--- src/rtl/dmt_pkg.sv ---
package dmt_pkg;

    localparam int MODE_W  = 3;
    localparam int STATE_W = 3;

    typedef enum logic [MODE_W-1:0] {
        MODE_UNINIT = 3'b000,
        MODE_NORMAL = 3'b001,
        MODE_PDOWN  = 3'b010,
        MODE_SREF   = 3'b011,
        MODE_DPD    = 3'b100
    } mode_code_e;

    typedef enum logic [STATE_W-1:0] {
        ST_HOLD      = 3'd0,
        ST_WAIT_INIT = 3'd1,
        ST_NORMAL    = 3'd2,
        ST_PDOWN     = 3'd3,
        ST_SREF      = 3'd4,
        ST_DPD       = 3'd5
    } track_state_e;

    typedef struct packed {
        logic go_sref;
        logic go_dpd;
        logic go_pd;
    } entry_req_t;

    typedef struct packed {
        logic leave_pd;
        logic leave_sref;
        logic leave_dpd;
    } exit_req_t;

    function automatic mode_code_e code_of(input track_state_e s);
        mode_code_e c;
        case (s)
            ST_NORMAL: c = MODE_NORMAL;
            ST_PDOWN:  c = MODE_PDOWN;
            ST_SREF:   c = MODE_SREF;
            ST_DPD:    c = MODE_DPD;
            default:   c = MODE_UNINIT;
        endcase
        return c;
    endfunction

    function automatic logic is_low_power(input track_state_e s);
        return (s == ST_PDOWN) || (s == ST_SREF) || (s == ST_DPD);
    endfunction

endpackage

--- src/rtl/dmt_req_filter.sv ---
module dmt_req_filter
    import dmt_pkg::*;
#(
    parameter bit LPDDR2_CAPABLE = 1'b1
) (
    input  logic       pd_enter,
    input  logic       pd_exit,
    input  logic       sref_en,
    input  logic       lpddr2_strap,
    input  logic       dpd_enter,
    input  logic       dpd_exit,
    output entry_req_t entry,
    output exit_req_t  leave
);

    logic dpd_allowed;

    generate
        if (LPDDR2_CAPABLE) begin : g_lpddr2
            assign dpd_allowed = dpd_enter & lpddr2_strap;
        end else begin : g_no_lpddr2
            logic unused_dpd;
            assign unused_dpd  = dpd_enter ^ lpddr2_strap;
            assign dpd_allowed = 1'b0;
        end
    endgenerate

    // Entry priority: self-refresh, then deep power-down, then power-down
    always_comb begin
        entry.go_sref = sref_en;
        entry.go_dpd  = dpd_allowed & ~sref_en;
        entry.go_pd   = pd_enter & ~sref_en & ~dpd_allowed;
    end

    always_comb begin
        leave.leave_pd   = pd_exit;
        leave.leave_sref = ~sref_en;
        leave.leave_dpd  = dpd_exit;
    end

endmodule

--- src/rtl/dmt_state_fsm.sv ---
module dmt_state_fsm
    import dmt_pkg::*;
(
    input  logic         clk,
    input  logic         rst,
    input  logic         soft_rstb,
    input  logic         init_done,
    input  entry_req_t   entry,
    input  exit_req_t    leave,
    output track_state_e state
);

    track_state_e state_nx;

    always_comb begin
        state_nx = state;
        if (!soft_rstb) begin
            state_nx = ST_HOLD;
        end else begin
            case (state)
                ST_HOLD:      state_nx = ST_WAIT_INIT;
                ST_WAIT_INIT: if (init_done) state_nx = ST_NORMAL;
                ST_NORMAL: begin
                    if (entry.go_sref)     state_nx = ST_SREF;
                    else if (entry.go_dpd) state_nx = ST_DPD;
                    else if (entry.go_pd)  state_nx = ST_PDOWN;
                end
                ST_PDOWN:     if (leave.leave_pd)   state_nx = ST_NORMAL;
                ST_SREF:      if (leave.leave_sref) state_nx = ST_NORMAL;
                ST_DPD:       if (leave.leave_dpd)  state_nx = ST_WAIT_INIT;
                default:      state_nx = ST_HOLD;
            endcase
        end
    end

    always_ff @(posedge clk) begin
        if (rst) state <= ST_HOLD;
        else     state <= state_nx;
    end

    assert_soft_reset_wins_R10: assert property (@(posedge clk) disable iff (rst)
        !soft_rstb |=> state == ST_HOLD);

    assert_init_ignored_in_hold_R1: assert property (@(posedge clk) disable iff (rst)
        state == ST_HOLD |=> state != ST_NORMAL);

    assert_lowpower_from_normal_R9: assert property (@(posedge clk) disable iff (rst)
        (is_low_power(state) && state != $past(state)) |-> $past(state) == ST_NORMAL);

    assert_dpd_exit_reinit_R6: assert property (@(posedge clk) disable iff (rst)
        (state == ST_DPD && soft_rstb && leave.leave_dpd) |=> state == ST_WAIT_INIT);

    assert_entry_onehot_R8: assert property (@(posedge clk) disable iff (rst)
        $onehot0(entry));

endmodule

--- src/rtl/dmt_status_out.sv ---
module dmt_status_out
    import dmt_pkg::*;
(
    input  track_state_e      state,
    output logic [MODE_W-1:0] mode_code,
    output logic              rw_ready
);

    always_comb begin
        mode_code = code_of(state);
        rw_ready  = (state == ST_NORMAL);
    end

endmodule

--- src/rtl/dram_mode_tracker.sv ---
module dram_mode_tracker
    import dmt_pkg::*;
#(
    parameter bit LPDDR2_CAPABLE = 1'b1
) (
    input  logic              clk,
    input  logic              rst,
    input  logic              soft_rstb,
    input  logic              init_done,
    input  logic              pd_enter,
    input  logic              pd_exit,
    input  logic              sref_en,
    input  logic              lpddr2_strap,
    input  logic              dpd_enter,
    input  logic              dpd_exit,
    output logic [MODE_W-1:0] mode_code,
    output logic              rw_ready
);

    entry_req_t   entry;
    exit_req_t    leave;
    track_state_e state;

    dmt_req_filter #(.LPDDR2_CAPABLE(LPDDR2_CAPABLE)) u_filter (
        .pd_enter    (pd_enter),
        .pd_exit     (pd_exit),
        .sref_en     (sref_en),
        .lpddr2_strap(lpddr2_strap),
        .dpd_enter   (dpd_enter),
        .dpd_exit    (dpd_exit),
        .entry       (entry),
        .leave       (leave)
    );

    dmt_state_fsm u_fsm (
        .clk      (clk),
        .rst      (rst),
        .soft_rstb(soft_rstb),
        .init_done(init_done),
        .entry    (entry),
        .leave    (leave),
        .state    (state)
    );

    dmt_status_out u_status (
        .state    (state),
        .mode_code(mode_code),
        .rw_ready (rw_ready)
    );

    assert_ready_only_normal_R3: assert property (@(posedge clk) disable iff (rst)
        rw_ready |-> mode_code == MODE_NORMAL);

    assert_dpd_needs_strap_R7: assert property (@(posedge clk) disable iff (rst)
        (mode_code == MODE_DPD && $past(mode_code) != MODE_DPD) |-> $past(lpddr2_strap));

    assert_sref_stays_R5: assert property (@(posedge clk) disable iff (rst)
        (mode_code == MODE_SREF && sref_en && soft_rstb) |=> mode_code == MODE_SREF);

endmodule

--- config.mk ---
export PLATFORM = sky130hd
export DESIGN_NAME = dram_mode_tracker
export DESIGN_NICKNAME = d
export VERILOG_FILES = /design/src/rtl/dmt_pkg.sv /design/src/rtl/dmt_req_filter.sv /design/src/rtl/dmt_state_fsm.sv /design/src/rtl/dmt_status_out.sv /design/src/rtl/dram_mode_tracker.sv
export SDC_FILE = /design/constraint.sdc
export NUM_CORES = 1
export LEC_CHECK = 0
export ABC_CLOCK_PERIOD_IN_PS = 1900
export BUFFER_PORTS_ARGS = -buffer_cell sky130_fd_sc_hd__buf_4
export CAP_MARGIN = 10
export CORE_AREA = 2 2 39 41
export CTS_BUF_LIST = sky130_fd_sc_hd__clkbuf_4 sky130_fd_sc_hd__clkbuf_8
export CTS_CLUSTER_DIAMETER = 50
export DETAILED_ROUTE_END_ITERATION = 8
export DIE_AREA = 0 0 41 43
export GPL_ROUTABILITY_DRIVEN = 0
export REMOVE_ABC_BUFFERS = 1
export SLEW_MARGIN = 25
export SYNTH_ARGS = -nofsm -noshare
export SYNTH_HDL_FRONTEND = slang
export SYNTH_HIERARCHICAL = 1
export SYNTH_SLANG_ARGS = --single-unit
--- constraint.sdc ---
create_clock -name clk -period 1.9 [get_ports clk]
set_input_delay 0.095 -clock clk [delete_from_list [all_inputs] [get_ports clk]]
set_output_delay 0.095 -clock clk [all_outputs]
set_load 0.02 [all_outputs]
# Yosys cells after proc, flatten, opt, wreduce, memory -nomap -nowiden
# Cells that the tools add are included.
# op_classes
n_addsub	0
multipliers	0
n_div	0
magnitude_cmp	0
n_eq_ne	10
shifts	0
muxes	9
bitwise_logic	7
reduce_logical	3
# ops
cell	count
3-bit two-way mux	7
3-bit one-hot mux with 6 select lines	1
3-bit one-hot mux with 4 select lines	1
2-bit != test (second input constant)	4
3-bit by 2-bit equality test with 1-bit output (second input constant)	2
3-bit equality test (second input constant)	2
5-bit AND reduction	1
1-bit bitwise AND	4
4-bit by 2-bit != test with 1-bit output (second input constant)	1
3-bit by 1-bit equality test with 1-bit output (second input constant)	1
3-bit zero test	1
1-bit inverter	3
2-bit OR reduction	1
# word_totals
ff_bits	3
latchBits	0
ram_bits	0
romBits	0
out_inout_bits	4
elab_cells	30
memories	0

# Depth between registers and ports, before layout
# logic_depth
ltp_word	7
mapped_depth	5
ltp_nobuf	5

# Modules after synthesis
# The synthesis kept the hierarchy.
# by_module_without_submodules
module	instances	cells_each	area_per_inst_um2
dmt_state_fsm	1	23	186.4
dmt_status_out	1	8	43.8
dmt_req_filter	1	7	40.0

# Worst setup path after synthesis
# OpenSTA, ideal clock, no wires.
# synth_path
kind	register -> register
startpoint	register u_fsm.state[2]
endpoint	register u_fsm.state[1]
t_arrival_ns	1.012
path_slack_ns	0.765
path_stages_with_launch	4
path_buffers	0
cell_sequence	dfxtp_1 -> or3b_1 -> o21ai_0 -> a31oi_1
# synth_between
elab_chain_cells	3
# synth_rtl
item	line_no	rtl
from (decl)	dmt_state_fsm.sv:10	output track_state_e state
from (signal assigned)	dmt_state_fsm.sv:38	else state <= state_nx;
3-bit by 2-bit equality test with 1-bit output, or another cell as far along	dmt_state_fsm.sv:20	case (state)
4-bit by 2-bit != test with 1-bit output (no line) / 2-bit != test (equally long branches)	n/a	
5-bit AND reduction (no line)	n/a	
# Several ways; a longest one is shown, not always the timed one.
# A chain may end at the register's enable or synchronous reset.

# Worst setup path in the final report
# Same ends and word-level chain as after synthesis.

==> impl_results.md <==
* Number of flip-flops under the largest register name at 3
* I/O pins at 14
* Placed instance area at 365 µm²
* Die Height at between 40 and 50 µm
* Num CTS Buffers at 3
* Crit path DAT at 1.39 ns
* CTS Buffer Depth at 2
* RSZ-0062 raised after global routing: false
* Final setup fails at 0
* Die ar. at 1760 µm²
* Antenna Cells at 0
* Drt initial violations at 3
* WL final at between 600 and 700 µm
* Final Slew Violations at 0
* Worst-path cell chain: or3b_1 -> o21ai_0 -> a31oi_1
* Final period util at 0.670
* Via count at between 200 and 300
* Max Cap Viol at 0
* Most common cell after layout, fill and taps aside: buf_4
* Minimum clock period at ~1.3 ns
* Peak Freq at around 800 MHz
* Skew final at about 0.0056 ns
* Max-slew headroom at 0.783
* Clock Pin Slew Worst Setup and Hold Paths at about 0.04 ns
* Largest net degree at the start of global routing at 13
* CP Launch Type: flop
* Hold crit path type: input port to flop
* Worst path bufs/invs at 0
* Yosys top cell by area: dfxtp_1
* Starting Density at 0.195
* Vias per cell at 4.40
* Htree depth at 1
* LEAKAGE at between 0.00015 and 0.0002 µW
* Yosys cell types at 22
* Slowest-stage cell, CP: dfxtp_1
* Worst setup EP type: flop
* Final Cell Area at between 300 and 400 µm²
* Avg Cell Area, Syn at approximately 7.1 µm²
* Skew-Pair Late Insertion Delay at about 0.24 ns
* Drt drc at 0
* Routed length per placed instance at ~9.6 µm
* CP max stage delay at a little under 0.5 ns
* # port buffers at 13
* FP Rows at 14
* Fillers at between 150 and 200
* Final count of hold timing violations at 0
* Data required, critical path at around 2.0 ns
* Core area at between 1000 and 1500 µm²
* Die width at between 40 and 50 µm
* Largest fanout on the critical path at 10
* Total Routing Usage GR at 0.0881
* Post_cts resized at 0
* Setup TNS at 0 ns
* Setup Buffers After CTS at 0
* Synth top area share at 0.222
* Post-DP HPWL at 497 µm
* Commonest non-fill, non-tap cells in the layout: buf_4, nor2_1, clkbuf_4
* DRT Pass-1 Iters at 4
* Vias in the first global route at between 200 and 300
* VDD IR max at 0.181 mV
* Routed Antenna Nets at 0
* Synthesized instance count at 38
* Register area share after synthesis at 0.222
* Largest register by flop count: u_fsm/state
* P&R area growth vs syn at 46.3%
* Worst Tran Pin Value at between 0.3 and 0.4 ns
* Initial antenna violation count at 0
* Layout cells sized above 1 at 0.365
* TritonCTS clock tree: built
* Total clock sinks at 3
* Outcome: completed
* Largest registers: u_fsm/state: 3 flops
* Flop and latch count out of synthesis at 3
* Ys Warns at 6
* Crit path max-delay family: flip-flops
* Final Util at 0.286
* CTS Hold Bufs at 0
* First-pass GRT wire length at 979 µm
* Ranking of synthesized cells by area: dfxtp_1, buf_4, nor2_1
* Post-Syn Area at 270 µm²
* Global route overflow at 0
* CP Class: flop to flop
* Clk root buf: clkbuf_4
* Pwr per Cell Area at about 590 nW/µm²
* Nets at 63
## area by class of cell
| type | instances | area, µm² | area share |
|---|---|---|---|
| timing repair buffer | 13 | 97.6 | 0.247 |
| tap | 16 | 20.0 | 0.0506 |
| multi-input combinational | 29 | 176 | 0.446 |
| inverter | 3 | 11.3 | 0.0285 |
| sequential | 3 | 60.1 | 0.152 |
| clock buffer | 4 | 30.0 | 0.0759 |
## worst reg2reg max path, delay by kind of cell, from the launching register on
family	cells	cell delay, ns
AO/OA/AOI/OAI	2	0.23
AND/OR/NAND/NOR	1	0.43
flip-flops	1	0.49
## stage by stage
step | cells | hold WS, ns | total power (µW) | setup WS, ns
2_1_floorplan | 35 | 0.279 | 84.7 | 0.765
3_3_place_gp | 64 | 0.379 | 104 | 0.692
3_5_place_dp | 64 | 0.380 | 105 | 0.635
4_1_cts | 68 | 0.129 | 240 | 0.623
5_1_grt | 68 | 0.147 | 246 | 0.531
6_report | 68 | 0.141 | 231 | 0.628
## cell families (layout without fill, tap and decap cells)
kind of cell	count (synthesis)	after routing	synth area share
AOI/OAI and AO/OA	7	7	0.167
xor gates and xnor gates	1	1	0.0324
buffers and inverters	6	20	0.125
and+or+nand+nor	20	20	0.417
muxes	1	1	0.0370
DFF	3	3	0.222
## final timing paths
kind	depth (start not counted)	from	slack, ns	end
setup reg to reg	3	u_fsm/state[2]	0.63	u_fsm/state[1]
hold reg to reg	2	u_fsm/state[0]	0.71	u_fsm/state[0]
hold / removal	3	rst	0.14	u_fsm/state[2]
setup / recovery	3	u_fsm/state[2]	0.63	u_fsm/state[1]
## power by group
| group | switching (µW) | internal, µW | total, µW | leakage, µW |
|---|---|---|---|---|
| clock network | 35.2 | 93.1 | 128 | 0.0000184 |
| logic | 12.0 | 20.9 | 32.8 | 0.000127 |
| registers | 5.01 | 65.3 | 70.3 | 0.0000245 |
| total | 52.2 | 179 | 231 | 0.000170 |
## per-layer routing
| metal | global-route usage | vias up | share of wire |
|---|---|---|---|
| met5 | 0 | - | 0 |
| met4 | 0.120 | 0 | 0 |
| met3 | 0 | 0 | 0.046 |
| met2 | 0.109 | 9 | 0.50 |
| met1 | 0.111 | 132 | 0.46 |
| li1 | - | 158 | - |
## cell usage after synthesis, drive strengths merged
| master | n |
|---|---|
| nand2b | 2 |
| buf | 3 |
| nor2 | 5 |
| and3 | 1 |
| nor4 | 1 |
| xnor2 | 1 |
| nor3b | 1 |
| or3b | 1 |
| a31oi | 1 |
| nor2b | 1 |
| mux2i | 1 |
| nand2 | 3 |
| o22ai | 1 |
| nor4b | 1 |
| nand3b | 1 |
| nor3 | 2 |
| dfxtp | 3 |
| and2b | 1 |
| o31a | 1 |
| o21ai | 3 |
| a22oi | 1 |
| inv | 3 |
Note: power is estimated with default switching activity, not from simulation.
